--- config.mk ---
export PLATFORM = sky130hd
export DESIGN_NAME = mwg_len_guard
export DESIGN_NICKNAME = d
export VERILOG_FILES = /design/src/rtl/mwg_pkg.sv /design/src/rtl/mwg_edge_counter.sv /design/src/rtl/mwg_len_table.sv /design/src/rtl/mwg_verdict.sv /design/src/rtl/mwg_len_guard.sv
export SDC_FILE = /design/constraint.sdc
export NUM_CORES = 1
export LEC_CHECK = 0
export ABC_AREA = 1
export BUFFER_PORTS_ARGS = -buffer_cell sky130_fd_sc_hd__buf_2
export CORE_AREA = 4 4 48 50
export DETAILED_ROUTE_END_ITERATION = 8
export DIE_AREA = 0 0 52 54
export GPL_ROUTABILITY_DRIVEN = 0
export PLACE_DENSITY = 0.49
export SETUP_SLACK_MARGIN = 0.3
export SLEW_MARGIN = 20
export SYNTH_ARGS = -nofsm -noshare
export SYNTH_HDL_FRONTEND = slang
export SYNTH_HIERARCHICAL = 1
export SYNTH_SLANG_ARGS = --single-unit
--- constraint.sdc ---
create_clock -name clk -period 2.13 [get_ports clk]
set_input_delay 0.213 -clock clk [delete_from_list [all_inputs] [get_ports clk]]
set_output_delay 0.213 -clock clk [all_outputs]
set_load 0.02 [all_outputs]
--- src/rtl/mwg_pkg.sv ---
package mwg_pkg;
   typedef enum logic [2:0] {
      CLS_NONE  = 3'd0,
      CLS_READ  = 3'd1,
      CLS_WEN   = 3'd2,
      CLS_WDIS  = 3'd3,
      CLS_WRITE = 3'd4,
      CLS_ERASE = 3'd5,
      CLS_ERALL = 3'd6,
      CLS_WRALL = 3'd7
   } cmd_cls_e;

   function automatic logic cls_is_prog(input logic [2:0] c);
      return c[2];
   endfunction

   function automatic logic cls_has_data(input logic [2:0] c);
      return (c == CLS_WRITE) || (c == CLS_WRALL);
   endfunction
endpackage

--- src/rtl/mwg_edge_counter.sv ---
module mwg_edge_counter #(
   parameter int CNT_W = 5
) (
   input  logic             clk,
   input  logic             rst_n,
   input  logic             sel,
   input  logic             edge_rise,
   input  logic             start_hit,
   output logic [CNT_W-1:0] cnt,
   output logic             armed
);
   localparam logic [CNT_W-1:0] SAT = {CNT_W{1'b1}};
   localparam logic [CNT_W-1:0] ONE = CNT_W'(1);

   if (CNT_W < 2) begin : g_bad_width
      $error("mwg_edge_counter: CNT_W must be at least 2");
   end

   always_ff @(posedge clk or negedge rst_n) begin
      if (!rst_n) begin
         cnt   <= '0;
         armed <= 1'b0;
      end else if (!sel) begin
         cnt   <= '0;
         armed <= 1'b0;
      end else if (start_hit) begin
         cnt   <= ONE;
         armed <= 1'b1;
      end else if (armed && edge_rise) begin
         cnt <= (cnt == SAT) ? SAT : cnt + ONE;
      end
   end

   p_sat_hold_r8: assert property (@(posedge clk) disable iff (!rst_n)
      (sel && !start_hit && armed && edge_rise && cnt == SAT) |=> (cnt == SAT));
   p_start_one_r11: assert property (@(posedge clk) disable iff (!rst_n)
      (sel && start_hit) |=> (cnt == ONE && armed));
   p_idle_clear_r11: assert property (@(posedge clk) disable iff (!rst_n)
      (!sel) |=> (cnt == '0 && !armed));
   p_no_count_unarmed_r11: assert property (@(posedge clk) disable iff (!rst_n)
      (!armed && !start_hit) |=> (cnt == '0));
endmodule

--- src/rtl/mwg_len_table.sv ---
module mwg_len_table
   import mwg_pkg::*;
#(
   parameter int CNT_W    = 5,
   parameter int OPC_W    = 2,
   parameter int ADDR_WW  = 8,
   parameter int ADDR_WN  = 9,
   parameter int DATA_WW  = 16,
   parameter int DATA_WN  = 8,
   parameter int ORG_MODE = 0
) (
   input  logic             org_wide,
   input  logic [2:0]       cls,
   output logic [CNT_W-1:0] exp_len,
   output logic             gated,
   output logic             known
);
   localparam int HEAD    = 1 + OPC_W;
   localparam int SHORT_W = HEAD + ADDR_WW;
   localparam int SHORT_N = HEAD + ADDR_WN;
   localparam int LONG_W  = SHORT_W + DATA_WW;
   localparam int LONG_N  = SHORT_N + DATA_WN;
   localparam int MAX_LEN = (LONG_W > LONG_N) ? LONG_W : LONG_N;

   if (MAX_LEN >= (1 << CNT_W) - 1) begin : g_bad_range
      $error("mwg_len_table: CNT_W too small for longest frame");
   end
   if (ORG_MODE < 0 || ORG_MODE > 2) begin : g_bad_mode
      $error("mwg_len_table: ORG_MODE must be 0, 1 or 2");
   end

   logic wide_eff;
   if (ORG_MODE == 1) begin : g_fixed_narrow
      assign wide_eff = 1'b0;
   end else if (ORG_MODE == 2) begin : g_fixed_wide
      assign wide_eff = 1'b1;
   end else begin : g_pin_org
      assign wide_eff = org_wide;
   end

   always_comb begin
      if (cls_has_data(cls))
         exp_len = wide_eff ? CNT_W'(LONG_W) : CNT_W'(LONG_N);
      else
         exp_len = wide_eff ? CNT_W'(SHORT_W) : CNT_W'(SHORT_N);
      gated = cls_is_prog(cls);
      known = (cls != CLS_NONE);
   end
endmodule

--- src/rtl/mwg_verdict.sv ---
module mwg_verdict #(
   parameter int CNT_W = 5
) (
   input  logic             clk,
   input  logic             rst_n,
   input  logic             sel,
   input  logic             armed,
   input  logic [CNT_W-1:0] cnt,
   input  logic [CNT_W-1:0] exp_len,
   input  logic             gated,
   input  logic             known,
   output logic             exec_stb,
   output logic             abort_stb
);
   logic sel_q;
   logic fall;
   logic len_ok;

   assign fall   = sel_q && !sel;
   assign len_ok = (cnt == exp_len);

   always_ff @(posedge clk or negedge rst_n) begin
      if (!rst_n) begin
         sel_q     <= 1'b0;
         exec_stb  <= 1'b0;
         abort_stb <= 1'b0;
      end else begin
         sel_q     <= sel;
         exec_stb  <= fall && armed && known && (!gated || len_ok);
         abort_stb <= fall && armed && known && gated && !len_ok;
      end
   end

   p_excl_r10: assert property (@(posedge clk) disable iff (!rst_n)
      !(exec_stb && abort_stb));
   p_single_exec_r10: assert property (@(posedge clk) disable iff (!rst_n)
      exec_stb |=> !exec_stb);
   p_single_abort_r10: assert property (@(posedge clk) disable iff (!rst_n)
      abort_stb |=> !abort_stb);
   p_after_fall_r10: assert property (@(posedge clk) disable iff (!rst_n)
      (fall && armed && known) |=> (exec_stb || abort_stb));
   p_abort_gated_r7: assert property (@(posedge clk) disable iff (!rst_n)
      (fall && !gated) |=> !abort_stb);
   p_none_silent_r12: assert property (@(posedge clk) disable iff (!rst_n)
      (!known) |=> !(exec_stb || abort_stb));
endmodule

--- src/rtl/mwg_len_guard.sv ---
module mwg_len_guard #(
   parameter int OPC_W    = 2,
   parameter int ADDR_WW  = 8,
   parameter int ADDR_WN  = 9,
   parameter int DATA_WW  = 16,
   parameter int DATA_WN  = 8,
   parameter int CNT_W    = 5,
   parameter int ORG_MODE = 0
) (
   input  logic       clk,
   input  logic       rst_n,
   input  logic       sel,
   input  logic       sclk_rise,
   input  logic       start_hit,
   input  logic [2:0] cmd_class,
   input  logic       org_wide,
   output logic       exec_stb,
   output logic       abort_stb
);
   logic [CNT_W-1:0] cnt;
   logic [CNT_W-1:0] exp_len;
   logic             armed;
   logic             gated;
   logic             known;

   mwg_edge_counter #(.CNT_W(CNT_W)) u_cnt (
      .clk       (clk),
      .rst_n     (rst_n),
      .sel       (sel),
      .edge_rise (sclk_rise),
      .start_hit (start_hit),
      .cnt       (cnt),
      .armed     (armed)
   );

   mwg_len_table #(
      .CNT_W    (CNT_W),
      .OPC_W    (OPC_W),
      .ADDR_WW  (ADDR_WW),
      .ADDR_WN  (ADDR_WN),
      .DATA_WW  (DATA_WW),
      .DATA_WN  (DATA_WN),
      .ORG_MODE (ORG_MODE)
   ) u_tab (
      .org_wide (org_wide),
      .cls      (cmd_class),
      .exp_len  (exp_len),
      .gated    (gated),
      .known    (known)
   );

   mwg_verdict #(.CNT_W(CNT_W)) u_ver (
      .clk       (clk),
      .rst_n     (rst_n),
      .sel       (sel),
      .armed     (armed),
      .cnt       (cnt),
      .exp_len   (exp_len),
      .gated     (gated),
      .known     (known),
      .exec_stb  (exec_stb),
      .abort_stb (abort_stb)
   );

   p_quiet_sel_high_r10: assert property (@(posedge clk) disable iff (!rst_n)
      ($past(sel) && sel) |-> !(exec_stb || abort_stb));
endmodule

Word-level counts from Yosys, hierarchy flattened. Index checks and enable logic that the tools add are counted.

Reductions and logical operators: 13. Mux-type cells: 9. Equality and inequality tests: 6. $add $sub $neg: 1.

Operator list (count): 5-bit 2-to-1 mux (5); 1-bit logical AND (7); 3-bit equality test (second input constant) (2); 5-bit by 1-bit adder with 5-bit output (second input constant) (1); 5-bit equality test (1); 5-bit equality test (second input constant) (1); 4-bit 2-to-1 mux (1); 1-bit zero test (3); 3-bit 2-to-1 mux (1); 3-bit by 1-bit != test with 1-bit output (second input constant) (1); 3-bit nonzero test (1); 1-bit logical OR (2); 1-bit 2-to-1 mux (2); 2-bit by 1-bit != test with 1-bit output (second input constant) (1).

Bits in registers: 9. Input bits: 9. Output and inout port bits: 2.

Longest topological paths before layout.
Depth in word-level cells: 6. Depth in mapped cells: 11. Depth with buffers taken out: 11.

By module. Netlist, hierarchy kept.

Modules (own cells, without submodules): mwg_edge_counter (seq. area each 150.1 µm², times used 1, cells each 45, area an instance 336.6 µm²); mwg_verdict (seq. area each 75.1 µm², times used 1, cells each 37, area an instance 222.7 µm²); mwg_len_table (seq. area each 0.0 µm², times used 1, cells each 13, area an instance 75.1 µm²).

Worst setup path after synthesis. OpenSTA, ideal clock, no wires.

Path type: register to register. From: register u_cnt.cnt[0]. To: register u_cnt.cnt[2]. Arrival time: 963 ps. Period minus slack after synthesis: 1027 ps. Required time: 2065 ps. Stages on the path, launching flop included: 7. Slack: 1103 ps. Path buffers: 0. Cells stage by stage: dfrtp_1 ha_1 nand2_1 inv_1 o21ai_1 nand2_1 nand2_1.

Cells in the longest elaborated chain, start to end: 5. Elaborated cells on any way between the ends: 6. Those cells by class: add/sub (1); eq/ne (1); mux (4).

Ends and longest elaborated chain: from (decl) (line mwg_edge_counter.sv:9) `output logic [CNT_W-1:0] cnt,`; from (signal assigned) (line mwg_edge_counter.sv:30) `cnt <= (cnt == SAT) ? SAT : cnt + ONE;`; 5-bit by 1-bit adder with 5-bit output or 5-bit equality test (tied branches) (line mwg_edge_counter.sv:30); 5-bit 2-to-1 mux * (line mwg_edge_counter.sv:30); 5-bit 2-to-1 mux * (line mwg_edge_counter.sv:29) `end else if (armed && edge_rise) begin`; 5-bit 2-to-1 mux * (line mwg_edge_counter.sv:26) `end else if (start_hit) begin`; 5-bit 2-to-1 mux * (line mwg_edge_counter.sv:23) `end else if (!sel) begin`.

Mark *: on every way between the ends. The rest lies on a longest branch, timed or not. The select of a mux whose other input is x is not followed. A chain may end at the register's enable or synchronous reset.

Worst setup path in the final report.
From: register u_cnt.cnt[0]. To: register u_cnt.cnt[0].

Same word-level chain as after synthesis.

==> metrics.txt <==
outcome=complete, no violations; Comb pwr share=0.155; EDFF count, synth=0; TritonCTS Buffers=3; max-slew violation count=0; worst-path fanout max=7; Post-DP HPWL=944 µm; net switching power=0.100 mW; sequential area share after synthesis=0.355; CTS sink count=9; Final setup violation count=0; clock insertion delay at the later pin of the skew report=0.26 ns; final setup TNS=0 ns; initial DRC count=15; Final Cycle Share=0.543; vias after detailed routing=562; DR WL/cell=9.07 µm; Final Non-Filler Cells=134; fraction of layout cells with a size suffix above 1=0.252; min-delay worst type=in -> reg; cell taking the most area after synthesis=dfrtp_1; Top Metal Used=met4; Commonest cells post-synth=nand2_1, inv_1, dfrtp_1; Placeable Area=1900 µm²; clock power share=0.353; DRT met1 WL=619 µm; Max clock buf depth=2; final instance area=732 µm²; final wirelength=1220 µm; crit path time final=1.16 ns; CP startpoint=u_cnt/cnt[0]; Setup Skew=0.00272 ns; # DRC=0; Syn Nets=105; ys async rst share=1.00; diode count=0; placed instance area=696 µm²; CP startpoint kind=flop; Post-CTS Setup Bufs=0; top-count cell post-synth=nand2_1; Max Clock Freq=865 MHz; CP Class=reg -> reg; DR WL met3=41 µm; met2 WL=540 µm; placed cells=129; area share of the largest cell type after synthesis=0.355; CTS clk-pin slew, worst paths=0.06 ns; Mapped Area=634 µm²; CP Capture Point=u_cnt/cnt[0]; worst setup margin=0.974 ns; total of max-cap violations=0; FF+latch count, synth=9; Post-CTS Resized=0; grt ovf=0; sw frac=0.271; die span in y=54 µm; crit path DAT=1.31 ns; Avg Cell Area, Syn=6.68 µm²; number of global-route vias before repair=467; port bufs=10; total die area=2810 µm²; Fillers=202; drt pass-1 iters=4; Main synth FF type=dfrtp_1; post-synthesis cell count=95; CTS H-tree depth=1; CTS tree=built; unrepaired setup endpoints after global routing=false; final hold violation count=0; root buffer cell=clkbuf_4; relative slew slack=0.836; RR Startpoint=u_cnt/cnt[0]; Netlist cell types=17; data required time of the worst path=2.28 ns; initial antenna violation count=0; Nets=118; Synth Warn #=6; DRT antenna net count=0; CP Capture Type=flop; reg-to-reg slack, setup=0.97 ns; number of cells on the worst reg-to-reg path=5; Site Rows=16; DIE WIDTH=52 µm; Synth area leaders=dfrtp_1, nand2_1, inv_1; Internal=0.270 mW; I/O pins=11; gr usage total=0.100; Lkg Pwr=0.446 nW; Sequential Power Share=0.492; worst r2r dst=u_cnt/cnt[0]; wire length of the first global-routing pass=2000 µm; Place WS=0.937 ns; Vias per Instance=4.19; Area growth syn-to-layout=15.4%; Initial Utilization=0.334; VDD IR-drop max=0.308 mV; worst slew pin tran=0.246 ns; P per Cell Area=507 nW/µm²; pin count of the biggest net entering global routing=10
state kept, by name, summed over array words and instances, names as in the netlist:
signal and cells:
u_ver/abort_stb 1, u_ver/sel_q 1, u_cnt/armed 1, u_cnt/cnt 5, u_ver/exec_stb 1
cell usage in the layout, fill, tap and decap left out, drive strengths merged:
master        n
nand3         8
inv          23
buf          10
ha            1
a21oi         2
clkbuf        4
o21ai         2
nand4         3
nor2          9
dlygate4sd3   1
dfrtp         9
nand2        35
routing by layer:
metal  vias to the layer above  global-route usage
li1                        307                   -
met1                       246               0.134
met2                         7               0.142
met3                         2              0.0249
met4                         0              0.0655
met5                         -                   0
worst min path at each step:
stage	slack (ns)	end	start	cells past startpoint
3_3_place_gp	0.08	u_ver/abort_stb	rst_n	1
3_5_place_dp	0.08	u_ver/exec_stb	rst_n	1
2_1_floorplan	-0.08	u_cnt/armed	rst_n	0
5_1_grt	0.13	u_ver/sel_q	sel	1
6_report	0.13	u_ver/sel_q	sel	1
4_1_cts	0.12	u_ver/sel_q	sel	1
cells by family (layout without fill, tap and decap cells):
group	Yosys count	in the layout	share of synthesized area
flops	9	9	0.355
fa+ha+maj	1	1	0.0197
simple gates	55	55	0.410
compound gates	4	4	0.0434
buf+inv	26	38	0.172
worst max-delay path: stages, from the launching register on:
cell	delay [ns]
dfrtp_1	0.46
ha_1	0.28
nand4_2	0.11
nand3_1	0.09
nand2_1	0.07
nand2_1	0.05
area by class of cell:
| type | instances | area, µm² | area share |
|---|---|---|---|
| Clock buffer | 4 | 26.3 | 0.0359 |
| Inverter | 23 | 86.3 | 0.118 |
| Multi-Input combinational cell | 60 | 300 | 0.410 |
| Sequential cell | 9 | 225 | 0.308 |
| Tap cell | 27 | 33.8 | 0.0462 |
| Timing Repair Buffer | 11 | 60.1 | 0.0821 |
power groups by stage:
stage / logic, mW / registers [mW] / clock network (mW)
finish: 0.0575 / 0.183 / 0.131
global route: 0.0666 / 0.183 / 0.148
CTS: 0.0586 / 0.182 / 0.139
detailed placement: 0.0568 / 0.185 / 0
global placement: 0.0558 / 0.185 / 0
floorplan: 0.0399 / 0.185 / 0
per-stage QoR:
step	hold WS [ns]	utilization	total power, mW
after floorplan	-0.0826	-	0.225
after global placement	0.0793	0.366	0.241
after detailed placement	0.0808	0.366	0.242
after CTS	0.123	0.385	0.380
after global routing	0.127	0.385	0.397
final	0.127	0.385	0.371
what timing repair did:
| item | in CTS | in global routing |
|---|---|---|
| setup endpoints to repair | 0 | 0 |
| hold buffers | 1 | 0 |
| endpoints found under the hold margin | 9 | 0 |
Note: power is estimated with default switching activity, not from simulation.
